### config.mk
export PLATFORM = sky130hd
export DESIGN_NAME = flag_offset_loader
export DESIGN_NICKNAME = d
export VERILOG_FILES = /design/src/rtl/ofl_pkg.sv /design/src/rtl/ofl_serial_ctrl.sv /design/src/rtl/ofl_par_seq.sv /design/src/rtl/ofl_offset_regs.sv /design/src/rtl/ofl_readback.sv /design/src/rtl/flag_offset_loader.sv
export SDC_FILE = /design/constraint.sdc
export NUM_CORES = 1
export LEC_CHECK = 0
export ABC_AREA = 1
export BUFFER_PORTS_ARGS = -buffer_cell sky130_fd_sc_hd__buf_4
export CAP_MARGIN = 15
export CORE_AREA = 2 2 82 53
export DETAILED_ROUTE_END_ITERATION = 12
export DIE_AREA = 0 0 84 55
export GPL_ROUTABILITY_DRIVEN = 0
export PLACE_DENSITY_LB_ADDON = 0.08
export RECOVER_POWER = 25
export SLEW_MARGIN = 5
export SYNTH_ARGS = -nofsm -noshare
export SYNTH_HDL_FRONTEND = slang
export SYNTH_SLANG_ARGS = --single-unit
### constraint.sdc
create_clock -name clk -period 1.6 [get_ports clk]
set_input_delay 0.32 -clock clk [delete_from_list [all_inputs] [get_ports clk]]
set_output_delay 0.32 -clock clk [all_outputs]
set_load 0.1 [all_outputs]
### src/rtl/ofl_pkg.sv
package ofl_pkg;

    typedef enum logic {
        LOAD_SERIAL   = 1'b0,
        LOAD_PARALLEL = 1'b1
    } load_mode_e;

    // One write request against the offset pair
    typedef struct packed {
        logic en;
        logic to_full;   // 0: almost-empty offset, 1: almost-full offset
    } ofs_wr_t;

    function automatic int wrap_inc(input int cur, input int lim);
        return (cur + 1 >= lim) ? 0 : cur + 1;
    endfunction

endpackage

### src/rtl/ofl_serial_ctrl.sv
module ofl_serial_ctrl
    import ofl_pkg::*;
#(
    parameter int OFS_W = 8
) (
    input  logic                     clk,
    input  logic                     rst,
    input  logic                     prst,
    input  logic                     active,
    input  logic                     ser_clk,
    input  logic                     ser_en,
    input  logic                     ser_din,
    output ofs_wr_t                  bit_wr,
    output logic [$clog2(OFS_W)-1:0] bit_pos,
    output logic                     bit_val
);
    localparam int TOTAL = 2 * OFS_W;
    localparam int CNT_W = $clog2(TOTAL);
    localparam int POS_W = $clog2(OFS_W);

    logic             sclk_q;
    logic [CNT_W-1:0] cnt_q;
    logic             rise;
    logic             in_full;

    assign rise    = ser_clk && !sclk_q && ser_en && active;
    assign in_full = (cnt_q >= CNT_W'(OFS_W));

    always_ff @(posedge clk) begin
        sclk_q <= ser_clk;
        if (rst || prst) begin
            cnt_q <= '0;
        end else if (rise) begin
            cnt_q <= CNT_W'(wrap_inc(int'(cnt_q), TOTAL));
        end
    end

    always_comb begin
        bit_wr.en      = rise;
        bit_wr.to_full = in_full;
        bit_pos        = in_full ? POS_W'(cnt_q - CNT_W'(OFS_W)) : POS_W'(cnt_q);
        bit_val        = ser_din;
    end

endmodule

### src/rtl/ofl_par_seq.sv
module ofl_par_seq
    import ofl_pkg::*;
(
    input  logic    clk,
    input  logic    rst,
    input  logic    prst,
    input  logic    req,
    output ofs_wr_t slot
);
    logic sel_q;

    always_ff @(posedge clk) begin
        if (rst || prst) begin
            sel_q <= 1'b0;
        end else if (req) begin
            sel_q <= !sel_q;
        end
    end

    always_comb begin
        slot.en      = req;
        slot.to_full = sel_q;
    end

endmodule

### src/rtl/ofl_offset_regs.sv
module ofl_offset_regs
    import ofl_pkg::*;
#(
    parameter int OFS_W       = 8,
    parameter int DEFAULT_OFS = 127
) (
    input  logic                     clk,
    input  logic                     rst,
    input  ofs_wr_t                  word_wr,
    input  logic [OFS_W-1:0]         word_val,
    input  ofs_wr_t                  bit_wr,
    input  logic [$clog2(OFS_W)-1:0] bit_pos,
    input  logic                     bit_val,
    output logic [OFS_W-1:0]         ae_q,
    output logic [OFS_W-1:0]         af_q
);
    localparam logic [OFS_W-1:0] RST_VAL = OFS_W'(DEFAULT_OFS);

    // Partial reset deliberately absent: offsets survive it
    always_ff @(posedge clk) begin
        if (rst) begin
            ae_q <= RST_VAL;
            af_q <= RST_VAL;
        end else begin
            if (word_wr.en) begin
                if (word_wr.to_full) af_q <= word_val;
                else                 ae_q <= word_val;
            end
            if (bit_wr.en) begin
                if (bit_wr.to_full) af_q[bit_pos] <= bit_val;
                else                ae_q[bit_pos] <= bit_val;
            end
        end
    end

endmodule

### src/rtl/ofl_readback.sv
module ofl_readback
    import ofl_pkg::*;
#(
    parameter int OFS_W  = 8,
    parameter int DATA_W = 16
) (
    input  logic              clk,
    input  logic              rst,
    input  logic              prst,
    input  logic              req,
    input  logic [OFS_W-1:0]  ae,
    input  logic [OFS_W-1:0]  af,
    output logic [DATA_W-1:0] data_q
);
    ofs_wr_t slot;

    ofl_par_seq u_seq (
        .clk  (clk),
        .rst  (rst),
        .prst (prst),
        .req  (req),
        .slot (slot)
    );

    always_ff @(posedge clk) begin
        if (rst || prst) begin
            data_q <= '0;
        end else if (slot.en) begin
            data_q <= DATA_W'(slot.to_full ? af : ae);
        end
    end

endmodule

### src/rtl/flag_offset_loader.sv
module flag_offset_loader
    import ofl_pkg::*;
#(
    parameter int OFS_W       = 8,
    parameter int DATA_W      = 16,
    parameter int DEFAULT_OFS = 127
) (
    input  logic              clk,
    input  logic              rst,
    input  logic              prst,
    input  logic              method_sel,
    input  logic              load_sel,
    input  logic              ser_clk,
    input  logic              ser_en,
    input  logic              ser_din,
    input  logic              wr_en,
    input  logic [DATA_W-1:0] wr_data,
    input  logic              rd_en,
    output logic [OFS_W-1:0]  ae_offset,
    output logic [OFS_W-1:0]  af_offset,
    output logic [DATA_W-1:0] rd_data
);
    localparam int POS_W = $clog2(OFS_W);

    load_mode_e       mode_q;
    ofs_wr_t          word_wr;
    ofs_wr_t          bit_wr;
    logic [POS_W-1:0] bit_pos;
    logic             bit_val;
    logic             par_req;
    logic             rd_req;

    always_ff @(posedge clk) begin
        if (rst) mode_q <= load_mode_e'(method_sel);
    end

    assign par_req = wr_en && load_sel && (mode_q == LOAD_PARALLEL);
    assign rd_req  = rd_en && load_sel;

    ofl_par_seq u_wseq (
        .clk  (clk),
        .rst  (rst),
        .prst (prst),
        .req  (par_req),
        .slot (word_wr)
    );

    ofl_serial_ctrl #(.OFS_W(OFS_W)) u_ser (
        .clk     (clk),
        .rst     (rst),
        .prst    (prst),
        .active  (mode_q == LOAD_SERIAL),
        .ser_clk (ser_clk),
        .ser_en  (ser_en),
        .ser_din (ser_din),
        .bit_wr  (bit_wr),
        .bit_pos (bit_pos),
        .bit_val (bit_val)
    );

    ofl_offset_regs #(.OFS_W(OFS_W), .DEFAULT_OFS(DEFAULT_OFS)) u_regs (
        .clk      (clk),
        .rst      (rst),
        .word_wr  (ofs_wr_t'{en: word_wr.en && !prst, to_full: word_wr.to_full}),
        .word_val (wr_data[OFS_W-1:0]),
        .bit_wr   (ofs_wr_t'{en: bit_wr.en && !prst, to_full: bit_wr.to_full}),
        .bit_pos  (bit_pos),
        .bit_val  (bit_val),
        .ae_q     (ae_offset),
        .af_q     (af_offset)
    );

    ofl_readback #(.OFS_W(OFS_W), .DATA_W(DATA_W)) u_rb (
        .clk    (clk),
        .rst    (rst),
        .prst   (prst),
        .req    (rd_req),
        .ae     (ae_offset),
        .af     (af_offset),
        .data_q (rd_data)
    );

endmodule

==> run_results.csv <==
group,metric,value,unit
setup_path,ff2ff_path_depth,7,
final_layout,drive_gt1_share,20.47,%
route,detail_route.wl_per_cell,12.36,µm
floorplan,die_h,55,µm
pwr,p_leak,1.157,nW
route,via_per_inst,4.967,
setup_path,worstPathRequired,1.28,ns
yosys,yosys.area.top_type,"dfxtp_1",
clock_network,clk_latency,0.30,ns
placed_design,io_buffer_count,41,
clock_network,path_clk_slew,0.07,ns
clock_network,clkSinkCount,32,
pwr,powerDensity,914.5,mW/mm²
setup_path,critPathLaunchType,"flop",
global_routing,grt-ovfl-total,0,
timing,setup_viol_count_final,0,
floorplan,start_util,48.39,%
global_routing,grt_pass1_vias,1578,
yosys,syn_avg_cell_area,6.306,µm²
setup_path,crit_arrival,1.09,ns
setup_path,cp_num_buf_inv,1,
timing,finalCritPeriodShare,87.97,%
timing,fmax,710.5,MHz
yosys,yosys_register_bits,32,
job,cap_violations,0,
global_routing,antenna_found_initial,0,
worst_hold_path,hold_class,"input pin to flop",
clock_network,cts_tree,"done",
setup_path,worstPathMaxFanout,2,
clock_network,cts_hold_buf,0,
route,totalWireLength,4.846,mm
route,dr.pass1.iters,4,
placed_design,dp_hpwl,3.645,mm
clock_network,clockBufferDepth,2,
final_layout,nNetsFinal,368,
setup_path,worstReg2RegStart,"mode_q",
timing,clock_skew,0.008535,ns
global_routing,track_usage,21.86,%
yosys,yosysSeqAreaShare,34.51,%
timing,slew_violations,0,
timing,slew_headroom,64.04,%
timing,finalCriticalPeriod,1.408,ns
clock_network,cts_buffers,5,
floorplan,die_w,84,µm
yosys,yosysMostFrequentCell,"nand2_1",
route,drtIter0Drc,101,
timing,rsz0062_at_grt,"false",
timing,hold_viol,0,
worst_hold_path,min_to,"u_ser.sclk_q",
global_routing,grt_pass1_wl,7.631,mm
floorplan,io_pins,58,
setup_path,crit_chain,"clkbuf_2",
yosys,netlist_instances,299,
placed_design,dpl_cell_area,0.002210,mm²
final_layout,diodes,0,
yosys,synth_ff_type,"dfxtp_1",
yosys,synth.distinct_cells,23,
final_layout,area_growth,23.42,%
yosys,ys_warn_count,0,
global_routing,grt_max_degree,19,
yosys,synthTopCellsByArea,"dfxtp_1 33%, nand2_1 20%, nand3_1 8.8%, o21ai_0 6.9%, inv_1 6.0%",
yosys,synth_commonest_cells,"100 x nand2_1, 33 x nand3_1, 31 x dfxtp_1, 30 x inv_1, 26 x o21ai_0",
setup_path,critPathMaxStageDelay,0.45,ns
setup_path,r2r-end,"u_regs.af_q[4]",
floorplan,fp.coreArea,0.003896,mm²
yosys,synthArstFlopShare,0,%
clock_network,cts_max_level,2,
route,vias,1947,
yosys,synth_edf_count,1,
final_layout,design_area,0.002327,mm²
pwr,vdd_drop_max,748.7,µV
setup_path,slowest_stage,"clkbuf_2",
route,ant_nets,0,
floorplan,rows,18,
setup_path,path_class,"flop to output port",
floorplan,die-area,0.004620,mm²
setup_path,worstSetupPathDepth,1,
yosys,synth_top_area_share,32.91,%
worst_hold_path,min_from,"ser_clk",
route,drc,0,
setup_path,worst_path_dominant_cell_family,"buffers and inverters",
worst_hold_path,whs_path_depth,1,
timing,setup_tns,0,ns
setup_path,rrSetupSlack,0.20,ns
timing,tightest_slew,0.5387,ns
setup_path,cp-end-kind,"output port",
yosys,syn-cell-area,0.001886,mm²
run_status,status,"complete, no violations",
clock_network,cts-root-buf,"clkbuf_8",
## what timing repair did
action                     4_1_cts  5_1_grt
buffers inserted                 0        0
setup endpoints to repair        0        1
resized for setup                0        1
## per-layer routing
layer / track usage [%] / vias up / part of all wire [%]
met5: 0 / - / 0
met4: 8.065 / 0 / 1.7
met3: 5.638 / 6 / 8.1
met2: 31.73 / 78 / 39
met1: 31.36 / 834 / 51
li1: - / 1029 / -
## metrics by stage
stage	instances	hold slack (ns)	worst slack, ns	utilization [%]	power [mW]
after global placement	384	0.4342	0.1748	56.71	1.274
final	392	0.1547	0.1925	59.73	2.128
after detailed placement	384	0.4352	0.1713	56.71	1.277
after CTS	392	0.1258	0.1466	59.96	2.142
after global routing	392	0.1512	0.08690	59.73	2.213
after floorplan	306	0.3477	0.08487	-	1.192
## worst max-delay path by stage
stage | start | to | slack (ns)
global placement | mode_q | u_regs.ae_q[7] | 0.17
CTS | mode_q | u_regs.ae_q[7] | 0.15
detailed placement | mode_q | u_regs.ae_q[7] | 0.17
finish | u_rb.data_q[0] | rd_data[0] | 0.19
floorplan | u_regs.af_q[1] | u_regs.af_q[1] | 0.08
global route | mode_q | u_regs.ae_q[1] | 0.09
## cell usage in the layout, fill, tap and decap left out, drive strengths merged
master,instances
o21ai,28
buf,43
nand4,3
nand2,100
ha,1
a21oi,22
inv,34
nor2,16
nand3,36
clkbuf,11
conb,8
clkinv,1
nor3,6
dfxtp,31
edfxtp,1
bufinv,1
## area by class of cell
class                      count  area [µm²]
inverter                      35       131.4
tap                           50       62.56
sequential                    32       650.6
timing repair buffer          47       346.6
clock buffer                   7       96.34
fill                         393        1569
multi-input combinational    220        1010
clock inverter                 1       30.03
## cell families (layout without fill, tap and decap cells)
| kind of cell | count (synthesis) | after routing | synth area share, % |
|---|---|---|---|
| flip-flops | 32 | 32 | 34.51 |
| AO/OA/AOI/OAI | 50 | 50 | 13.27 |
| AND/OR/NAND/NOR | 161 | 161 | 38.16 |
| buffers and inverters | 54 | 90 | 13.20 |
| adder cells (fa/ha/maj) | 1 | 1 | 0.6635 |
| other | 1 | 8 | 0.1989 |
## registers in the layout, summed over array words and instances, names as in the netlist
register and cells:
u_rb.data_q 8, u_regs.ae_q 8, u_regs.af_q 8, u_ser.cnt_q 4, mode_q 1, u_rb.u_seq.sel_q 1, u_ser.sclk_q 1, u_wseq.sel_q 1
## where the power goes
group	internal (mW)	switching, mW	total, mW
clock network	0.549	0.319	0.869
registers	0.824	0.0215	0.846
logic	0.0899	0.324	0.414
total	1.46	0.665	2.13
Note: power is estimated with default switching activity, not from simulation.
